### src/rtl/tpm_pkg.sv
package tpm_pkg;

    typedef enum logic [3:0] {
        OP_NOP      = 4'd0,
        OP_LDT      = 4'd1,
        OP_LDT_ADD  = 4'd2,
        OP_LDT_SUB  = 4'd3,
        OP_LDT_MOVP = 4'd4,
        OP_MUL      = 4'd5,
        OP_MULI     = 4'd6,
        OP_MUL_ADD  = 4'd7,
        OP_MUL_SUB  = 4'd8,
        OP_MULU     = 4'd9,
        OP_SQR_ADD  = 4'd10,
        OP_SQR_SUB  = 4'd11,
        OP_ADDP     = 4'd12,
        OP_SUBP     = 4'd13,
        OP_MOVP     = 4'd14,
        OP_SETPM    = 4'd15
    } tpm_op_e;

    typedef enum logic [1:0] {
        ACC_NONE = 2'd0,
        ACC_ADD  = 2'd1,
        ACC_SUB  = 2'd2,
        ACC_MOV  = 2'd3
    } acc_fn_e;

    typedef struct packed {
        logic    ld_t;    // load temporary register
        logic    wr_p;    // write product register
        logic    sq;      // square: first factor is operand
        logic    imm;     // second factor is 13-bit immediate
        logic    uns;     // unsigned factors
        acc_fn_e acc;     // accumulator function
        logic    set_pm;  // load product shift mode
    } tpm_ctl_t;

    function automatic tpm_ctl_t tpm_decode(input logic [3:0] op);
        tpm_ctl_t c;
        c = '{ld_t: 1'b0, wr_p: 1'b0, sq: 1'b0, imm: 1'b0, uns: 1'b0,
              acc: ACC_NONE, set_pm: 1'b0};
        case (tpm_op_e'(op))
            OP_LDT:      c.ld_t = 1'b1;
            OP_LDT_ADD:  begin c.ld_t = 1'b1; c.acc = ACC_ADD; end
            OP_LDT_SUB:  begin c.ld_t = 1'b1; c.acc = ACC_SUB; end
            OP_LDT_MOVP: begin c.ld_t = 1'b1; c.acc = ACC_MOV; end
            OP_MUL:      c.wr_p = 1'b1;
            OP_MULI:     begin c.wr_p = 1'b1; c.imm = 1'b1; end
            OP_MUL_ADD:  begin c.wr_p = 1'b1; c.acc = ACC_ADD; end
            OP_MUL_SUB:  begin c.wr_p = 1'b1; c.acc = ACC_SUB; end
            OP_MULU:     begin c.wr_p = 1'b1; c.uns = 1'b1; end
            OP_SQR_ADD:  begin c.ld_t = 1'b1; c.wr_p = 1'b1; c.sq = 1'b1; c.acc = ACC_ADD; end
            OP_SQR_SUB:  begin c.ld_t = 1'b1; c.wr_p = 1'b1; c.sq = 1'b1; c.acc = ACC_SUB; end
            OP_ADDP:     c.acc = ACC_ADD;
            OP_SUBP:     c.acc = ACC_SUB;
            OP_MOVP:     c.acc = ACC_MOV;
            OP_SETPM:    c.set_pm = 1'b1;
            default:     ;
        endcase
        return c;
    endfunction

endpackage

### src/rtl/tpm_mult.sv
module tpm_mult #(
    parameter int DW = 16,
    localparam int PW = 2 * DW
) (
    input  logic [DW-1:0] a_i,
    input  logic [DW-1:0] b_i,
    input  logic          uns_i,
    output logic [PW-1:0] p_o
);
    logic signed [DW:0]   a_x;
    logic signed [DW:0]   b_x;
    logic signed [PW+1:0] full;

    always_comb begin
        a_x  = {(uns_i ? 1'b0 : a_i[DW-1]), a_i};
        b_x  = {(uns_i ? 1'b0 : b_i[DW-1]), b_i};
        full = a_x * b_x;
        p_o  = full[PW-1:0];
    end

    // a zero factor gives a zero product in any mode
    always_comb begin
        if (b_i == '0) begin
            assert_zero_factor_R3: assert (p_o == '0);
        end
    end

endmodule

### src/rtl/tpm_pshift.sv
module tpm_pshift #(
    parameter int PW  = 32,
    parameter int SL1 = 1,
    parameter int SL2 = 4,
    parameter int SR  = 6
) (
    input  logic [PW-1:0] p_i,
    input  logic [1:0]    mode_i,
    output logic [PW-1:0] sh_o
);
    always_comb begin
        case (mode_i)
            2'd0:    sh_o = p_i;
            2'd1:    sh_o = p_i << SL1;
            2'd2:    sh_o = p_i << SL2;
            default: sh_o = $unsigned($signed(p_i) >>> SR);
        endcase
    end

    // right-shift mode replicates the sign into the top SR+1 bits
    always_comb begin
        if (mode_i == 2'd3) begin
            assert_rshift_sign_R7: assert (sh_o[PW-1:PW-SR-1] == {(SR+1){p_i[PW-1]}});
        end
    end

endmodule

### src/rtl/tpm_accum.sv
module tpm_accum
    import tpm_pkg::*;
#(
    parameter int AW = 32
) (
    input  logic [AW-1:0] acc_i,
    input  logic [AW-1:0] x_i,
    input  acc_fn_e       fn_i,
    input  logic          sat_en_i,
    input  logic          carry_i,
    output logic [AW-1:0] res_o,
    output logic          carry_o
);
    localparam logic [AW-1:0] POS_MAX = {1'b0, {(AW-1){1'b1}}};
    localparam logic [AW-1:0] NEG_MIN = {1'b1, {(AW-1){1'b0}}};

    logic [AW:0]   sum_w;
    logic [AW-1:0] raw;
    logic          ovf;

    always_comb begin
        sum_w   = '0;
        raw     = acc_i;
        ovf     = 1'b0;
        res_o   = acc_i;
        carry_o = carry_i;
        case (fn_i)
            ACC_ADD: begin
                sum_w   = {1'b0, acc_i} + {1'b0, x_i};
                raw     = sum_w[AW-1:0];
                ovf     = (acc_i[AW-1] == x_i[AW-1]) && (raw[AW-1] != acc_i[AW-1]);
                carry_o = sum_w[AW];
                res_o   = (sat_en_i && ovf) ? (acc_i[AW-1] ? NEG_MIN : POS_MAX) : raw;
            end
            ACC_SUB: begin
                sum_w   = {1'b0, acc_i} + {1'b0, ~x_i} + {{AW{1'b0}}, 1'b1};
                raw     = sum_w[AW-1:0];
                ovf     = (acc_i[AW-1] != x_i[AW-1]) && (raw[AW-1] != acc_i[AW-1]);
                carry_o = sum_w[AW];
                res_o   = (sat_en_i && ovf) ? (acc_i[AW-1] ? NEG_MIN : POS_MAX) : raw;
            end
            ACC_MOV: res_o = x_i;
            default: ;
        endcase
    end

    // saturated sum of two non-negative values never turns negative
    always_comb begin
        if (sat_en_i && fn_i == ACC_ADD && !acc_i[AW-1] && !x_i[AW-1]) begin
            assert_sat_sign_R10: assert (!res_o[AW-1]);
        end
    end

endmodule

### src/rtl/tp_mul_unit.sv
module tp_mul_unit
    import tpm_pkg::*;
#(
    parameter int DW   = 16,
    parameter int IMMW = 13,
    parameter int SL1  = 1,
    parameter int SL2  = 4,
    parameter int SR   = 6
) (
    input  logic          clk,
    input  logic          rst_n,
    input  logic [3:0]    op_i,
    input  logic [15:0]   opnd_i,
    input  logic [31:0]   acc_i,
    input  logic          sat_en_i,
    output logic [31:0]   acc_o,
    output logic          acc_we_o,
    output logic          carry_o,
    output logic [15:0]   treg_o,
    output logic [31:0]   preg_o,
    output logic [1:0]    pmode_o
);
    localparam int PW = 2 * DW;

    typedef struct packed {
        logic [DW-1:0] t;
        logic [PW-1:0] p;
        logic [1:0]    pm;
        logic [PW-1:0] acc;
        logic          we;
        logic          cy;
    } st_t;

    st_t           st_q, st_d;
    tpm_ctl_t      ctl;
    logic [DW-1:0] imm_x;
    logic [DW-1:0] fa, fb;
    logic [PW-1:0] prod;
    logic [PW-1:0] psh;
    logic [PW-1:0] acc_res;
    logic          acc_cy;

    always_comb begin
        ctl   = tpm_decode(op_i);
        imm_x = {{(DW-IMMW){opnd_i[IMMW-1]}}, opnd_i[IMMW-1:0]};
        fa    = ctl.sq  ? opnd_i : st_q.t;
        fb    = ctl.imm ? imm_x  : opnd_i;
    end

    tpm_mult #(.DW(DW)) u_mult (
        .a_i   (fa),
        .b_i   (fb),
        .uns_i (ctl.uns),
        .p_o   (prod)
    );

    tpm_pshift #(.PW(PW), .SL1(SL1), .SL2(SL2), .SR(SR)) u_pshift (
        .p_i    (st_q.p),
        .mode_i (st_q.pm),
        .sh_o   (psh)
    );

    tpm_accum #(.AW(PW)) u_accum (
        .acc_i    (acc_i),
        .x_i      (psh),
        .fn_i     (ctl.acc),
        .sat_en_i (sat_en_i),
        .carry_i  (st_q.cy),
        .res_o    (acc_res),
        .carry_o  (acc_cy)
    );

    always_comb begin
        st_d    = st_q;
        st_d.we = 1'b0;
        if (ctl.ld_t)   st_d.t  = opnd_i;
        if (ctl.wr_p)   st_d.p  = prod;
        if (ctl.set_pm) st_d.pm = opnd_i[1:0];
        if (ctl.acc != ACC_NONE) begin
            st_d.acc = acc_res;
            st_d.we  = 1'b1;
            st_d.cy  = acc_cy;
        end
    end

    always_ff @(posedge clk or negedge rst_n) begin
        if (!rst_n) st_q <= '0;
        else        st_q <= st_d;
    end

    assign acc_o    = st_q.acc;
    assign acc_we_o = st_q.we;
    assign carry_o  = st_q.cy;
    assign treg_o   = st_q.t;
    assign preg_o   = st_q.p;
    assign pmode_o  = st_q.pm;

    // strobe follows an accumulating op by one cycle
    assert_we_after_acc_op_R9: assert property (@(posedge clk) disable iff (!rst_n)
        (ctl.acc != ACC_NONE) |=> acc_we_o);

    // non-accumulating op leaves no strobe and keeps the result
    assert_acc_hold_R9: assert property (@(posedge clk) disable iff (!rst_n)
        (ctl.acc == ACC_NONE) |=> (!acc_we_o && $stable(acc_o)));

    // temporary register takes the operand on a loading op
    assert_t_load_R2: assert property (@(posedge clk) disable iff (!rst_n)
        ctl.ld_t |=> (treg_o == $past(opnd_i)));

    // temporary register holds otherwise
    assert_t_hold_R2: assert property (@(posedge clk) disable iff (!rst_n)
        !ctl.ld_t |=> $stable(treg_o));

    // product register holds on ops that do not multiply
    assert_p_hold_R12: assert property (@(posedge clk) disable iff (!rst_n)
        !ctl.wr_p |=> $stable(preg_o));

    // shift mode changes only through its setting op
    assert_pm_hold_R8: assert property (@(posedge clk) disable iff (!rst_n)
        (op_i != 4'd15) |=> $stable(pmode_o));

    // moves leave the carry untouched
    assert_mov_carry_R11: assert property (@(posedge clk) disable iff (!rst_n)
        (ctl.acc == ACC_MOV) |=> $stable(carry_o));

endmodule

### config.mk
export PLATFORM = sky130hd
export DESIGN_NAME = tp_mul_unit
export DESIGN_NICKNAME = d
export VERILOG_FILES = /design/src/rtl/tpm_pkg.sv /design/src/rtl/tpm_mult.sv /design/src/rtl/tpm_pshift.sv /design/src/rtl/tpm_accum.sv /design/src/rtl/tp_mul_unit.sv
export SDC_FILE = /design/constraint.sdc
export NUM_CORES = 1
export LEC_CHECK = 0
export ABC_AREA = 0
export BUFFER_PORTS_ARGS = -buffer_cell sky130_fd_sc_hd__buf_2
export CAP_MARGIN = 15
export CORE_MARGIN = 5
export CORE_UTILIZATION = 69
export CTS_CLUSTER_SIZE = 14
export DETAILED_ROUTE_END_ITERATION = 6
export PLACE_DENSITY = 0.9
export SETUP_SLACK_MARGIN = 0.05
export SLEW_MARGIN = 20
export SYNTH_ARGS = -nofsm -noshare
export SYNTH_HDL_FRONTEND = slang
export SYNTH_SLANG_ARGS = --single-unit
export TNS_END_PERCENT = 1
### constraint.sdc
create_clock -name clk -period 18.2 [get_ports clk]
set_input_delay 1.82 -clock clk [delete_from_list [all_inputs] [get_ports clk]]
set_output_delay 1.82 -clock clk [all_outputs]
set_load 0.005 [all_outputs]
Word-level counts from Yosys, hierarchy flattened:

Cells that the tools add are included.

* equality and inequality tests: 24
* add/sub/neg operators: 3
* multiplexer cells: 18
* $mul: 1
* bitwise logic cells: 1
* reduce and logical (&&, ||, !) cells: 14

Operator list (count)
* $pmux W32 S3: 2
* $mux W32: 3
* $add A32 B32 Y33: 2
* $add A33 B1 Y33 const B: 1
* $eq A4 B4 Y1 const B: 8
* $mul A17 B17 Y32: 1
* $mux W16: 2
* $not A32 Y32: 1
* $eq A4 B3 Y1 const B: 4
* $eq A4 B2 Y1 const B: 2
* $mux W1: 8
* $reduce_or A4 Y1: 2
* $reduce_or A7 Y1: 1
* $eq A2 B2 Y1 const B: 3
* $pmux W2 S3: 1
* $reduce_or A6 Y1: 1
* $eq A2 B1 Y1 const B: 2
* $eq A4 B1 Y1 const B: 1
* $logic_and A1 B1 Y1: 4
* $reduce_bool A2 Y1: 2
* $reduce_or A2 Y1: 2
* $ne A1 B1 Y1: 3
* $logic_not A2 Y1: 1
* $mux W2: 1
* 3 further kinds: 3

* output and inout bits: 84
* logic and storage cells: 67
* register bits: 84

Depth between registers and ports, before layout:

* depth in word-level cells: 10
* mapped depth: 32

By module:

A second synthesis with hierarchy kept.

* cells, all modules: 2435
* area, all modules: 21415.5 um2

By module, submodules not included
* tpm_mult: times used 1, cells an instance 1175, seq. area each 0.0 um2, area each 10567.6 um2
* tp_mul_unit: times used 1, cells an instance 443, seq. area each 2102.0 um2, area each 5091.1 um2
* tpm_accum: times used 1, cells an instance 767, seq. area each 0.0 um2, area each 4939.7 um2
* tpm_pshift: times used 1, cells an instance 50, seq. area each 0.0 um2, area each 817.0 um2

Worst setup path before layout:

No wires, ideal clock.

* kind: input to register
* from: input op_i[2]
* to: register st_q, in the netlist preg_o[30]
* setup slack: 9.120 ns
* buffers on the path: 4
* library setup time: 0.131 ns
* data arrival time: 8.949 ns
* stages: 28
* data required time: 18.069 ns
* cells stage by stage: clkbuf_1 > nor2b_1 > nand2_1 > clkbuf_1 > clkbuf_1 > nand2_1 > nand2_1 > clkbuf_1 > nand2_1 > fa_1 > fa_1 > fa_1 > inv_1 > fa_1 > fa_1 > inv_1 > fa_1 > inv_1 > ha_1 > a21oi_1 > nor2b_1 > a41oi_1 > a311o_1 > a2111oi_0 > o21ai_0 > a31oi_1 > xor2_1 > o21ai_1

* longest elaborated chain between the ends: 6
* elaborated cells between the ends (all ways): 18
* classes of those cells: mul (1); eq/ne (7); mux (8); reduce/logical (2)

Ends and longest elaborated chain
* from (decl): line tp_mul_unit.sv:12 `input logic [3:0] op_i,`
* $eq A4 B4 Y1: line tpm_pkg.sv:43 `case (tpm_op_e'(op))`
* $reduce_or A2 Y1 (no source line)
* $mux W1: line tpm_pkg.sv:43
* $mux W16: line tp_mul_unit.sv:46 `fa = ctl.sq ? opnd_i : st_q.t;`
* $mux W1: line tpm_mult.sv:15 `a_x = {(uns_i ? 1'b0 : a_i[DW-1]), a_i};`
* $mul A17 B17 Y32: line tpm_mult.sv:17 `full = a_x * b_x;`
* to (signal assigned): line tp_mul_unit.sv:88 `else st_q <= st_d;`
* to (decl): line tp_mul_unit.sv:34 `st_t st_q, st_d;`

Parallel ways exist; a longest one is shown, timed or not.
A chain may end at the register's enable or synchronous reset.

Final worst setup path:

* from: input op_i[3]
* to: register st_q, in the netlist preg_o[31]

The elaborated chain is that of the path after synthesis.

==> flow_summary.toml <==
[logic_synthesis]
synth_top_area_share_pct = 29.8
synth_top_area_cell = "fa_1"
synth.net_count = 2708
synth_warnings = 0
netlist_area_um2 = 19100
synth_flop_cell = "dfrtp_1"
yosysMostFrequentCell = "inv_1"
synthTopCellsByArea = "fa_1 30%, dfrtp_1 11%, ha_1 9.9%"
synth_top_cells_by_count = "358 x inv_1, 284 x fa_1, 243 x nand2_1"
synth.avg_cell_area_um2 = 8.62
async_reset_ff_share_pct = 100
ys_ff_latch = 84
synth.distinct_cells = 79
yosysSeqAreaShare_pct = 11.0
synth-edff-count = 0
syn_inst = 2218

[global_route]
grt_max_degree = 66
grt-ovfl-total = 0
antenna_found_initial = 0
grt_pass1_wl_mm = 93.6
grt_pass1_vias = 17465
grt.total_usage_pct = 38.1

[clock_network]
post_cts_resized = 0
postCtsHoldBufs = 0
cts_buffer_depth = 2
cts_buffers = 9
cts_setup_buffers = 0
ctsRootBufferMaster = "clkbuf_16"
clkTransAtPathRegs_ns = 0.07
cts_tree = "yes"
htree_levels = 3
clk_latency_ns = 0.37
clock-sinks = 84

[floorplan]
die_y_um = 176
start_util_pct = 69.4
num_rows = 61
floorplan.die.width_um = 176
core_area_um2 = 27600
die_area_um2 = 31100
io-pin-count = 139

[layout]
areaGrowthSynthToFinish_pct = 5.75
drive_gt1_share_pct = 10.4
fillers = 2020
nNetsFinal = 2754
diodes = 0
final_util_pct = 73.3

[route]
drtIter0Drc = 1868
drt-total-wl_mm = 58.6
drc = 0
vias = 16927
wire_per_inst_um = 22.1
detail-route-antenna-nets = 0
drtPass1Iterations = 6
vias_per_cell = 6.39

[placed_design]
port_buffers = 138
place_ws_ns = 7.89
globalplace.congestion = 1.03
dp.final_hpwl_mm = 45.7

[sta]
maxSlewViolCount = 0
rsz0062_at_grt = "false"
worst_pin_slew_ns = 1.13
skew_ns = 0.0201
max_freq_mhz = 98.2
final.period_utilization_pct = 55.9
slew_headroom_pct = 24.5
setup_tns_ns = 0
finalWorstPathRequiredPeriod_ns = 10.18
hold_viol_final = 0
setup_slack_ns = 8.02
hold-worst-slack_ns = 0.559
setup_viol = 0

[setup_path]
path_class = "in2reg"
rr_worst_depth = 23
worstReg2RegEnd = "preg_o[31]"
reg2reg_from = "treg_o[15]"
cp.required_ns = 18.40
r2r_slack_ns = 10.52
cp.arrival_ns = 10.38
path_max_fanout = 21
crit_path_start_kind = "input pin"
endpoint_kind = "flip-flop"

[min_path]
min_to = "acc_o[8]"
hold_path_depth = 2
hp-start = "acc_o[8]"
holdCritPathClass = "reg2reg"

[job]
maxCapViolations = 0

[outcome]
outcome = "complete, no violations"
logic make-up (layout without fill, tap and decap cells):
kind of cell,after synthesis,count (layout),share of synthesized area [%]
muxes,66,66,5.38
adders and majority gates,435,435,39.6
AOI/OAI and AO/OA,442,442,14.5
buffers and inverters,473,524,9.47
and+or+nand+nor,630,630,15.9
xor gates and xnor gates,88,88,4.03
DFF,84,84,11.0
state kept, by name, summed over array words and instances, names as in the netlist:
signal	count
acc_o	32
preg_o	32
treg_o	16
pmode_o	2
acc_we_o	1
carry_o	1
how the worst max path moves through the flow:
stage / depth (start not counted) / slack, ns / startpoint / to
floorplan: 28 / 9.12 / op_i[2] / preg_o[30]
global placement: 27 / 8.07 / op_i[3] / preg_o[31]
detailed placement: 27 / 7.89 / op_i[3] / preg_o[31]
CTS: 25 / 8.17 / op_i[3] / preg_o[31]
global route: 25 / 7.52 / op_i[3] / preg_o[31]
finish: 25 / 8.02 / op_i[3] / preg_o[31]
layer usage:
| metal | vias to the layer above | GRT usage (%) | wire (um) |
|---|---|---|---|
| li1 | 7326 | - | - |
| met1 | 8169 | 49.0 | 21300 |
| met2 | 1164 | 63.6 | 27700 |
| met3 | 268 | 7.37 | 6640 |
| met4 | 0 | 16.1 | 2920 |
| met5 | - | 0 | 0 |
cell type report:
| class | count | area, um^2 | share of cell area [%] |
|---|---|---|---|
| Sequential cell | 84 | 2100 | 10.4 |
| Tap cell | 378 | 473 | 2.34 |
| Clock inverter | 7 | 63.8 | 0.316 |
| Clock buffer | 9 | 225 | 1.11 |
| Multi-Input combinational cell | 1661 | 15200 | 75.3 |
| Timing Repair Buffer | 149 | 783 | 3.88 |
| Inverter | 359 | 1350 | 6.67 |
metrics by stage:
stage	instance area, um^2	instances
floorplan	19100	2218
global placement	19900	2630
detailed placement	19900	2631
CTS	20200	2647
global route	20200	2647
finish	20200	2647
cell usage in the layout (no fill, tap or decap), types with 18 or more instances in the layout:
cell      netlist  layout
dfrtp_1        84      83
o21a_1         18      18
inv_1         358     358
a21oi_1       147     146
mux2_2         23      23
a21o_1         20      20
a31oi_1        19      19
xnor2_1        75      75
fa_1          284     284
nor3_1         30      30
mux4_2         27      27
a211oi_1       30      30
ha_1          151     151
o22ai_1        30      30
buf_2          15     137
nand2_1       243     243
nor2b_1        24      24
and2_1        113     113
o21ai_0        85      85
nand2b_1       19      19
nor2_1        124     122
critical path: stages:
cell and delay (ns):
buf_2 0.14, nor2b_1 0.50, nand2_1 0.74, nand2_1 0.25, nand2_1 0.38, and3_1 0.38
inv_1 0.09, fa_1 0.46, fa_1 0.58, fa_1 0.46, fa_1 0.57, fa_1 0.43
fa_1 0.49, inv_1 0.04, ha_1 0.33, a21o_1 0.19, a21o_1 0.17, a211oi_1 0.36
o2111ai_1 0.28, a311o_1 0.38, and4_1 0.23, a2111oi_1 0.61, a21oi_1 0.18, xnor2_1 0.21
a21oi_1 0.10
Power is not shown: default switching activity piles up to over one toggle a cycle in this logic, so the estimate is an artifact.
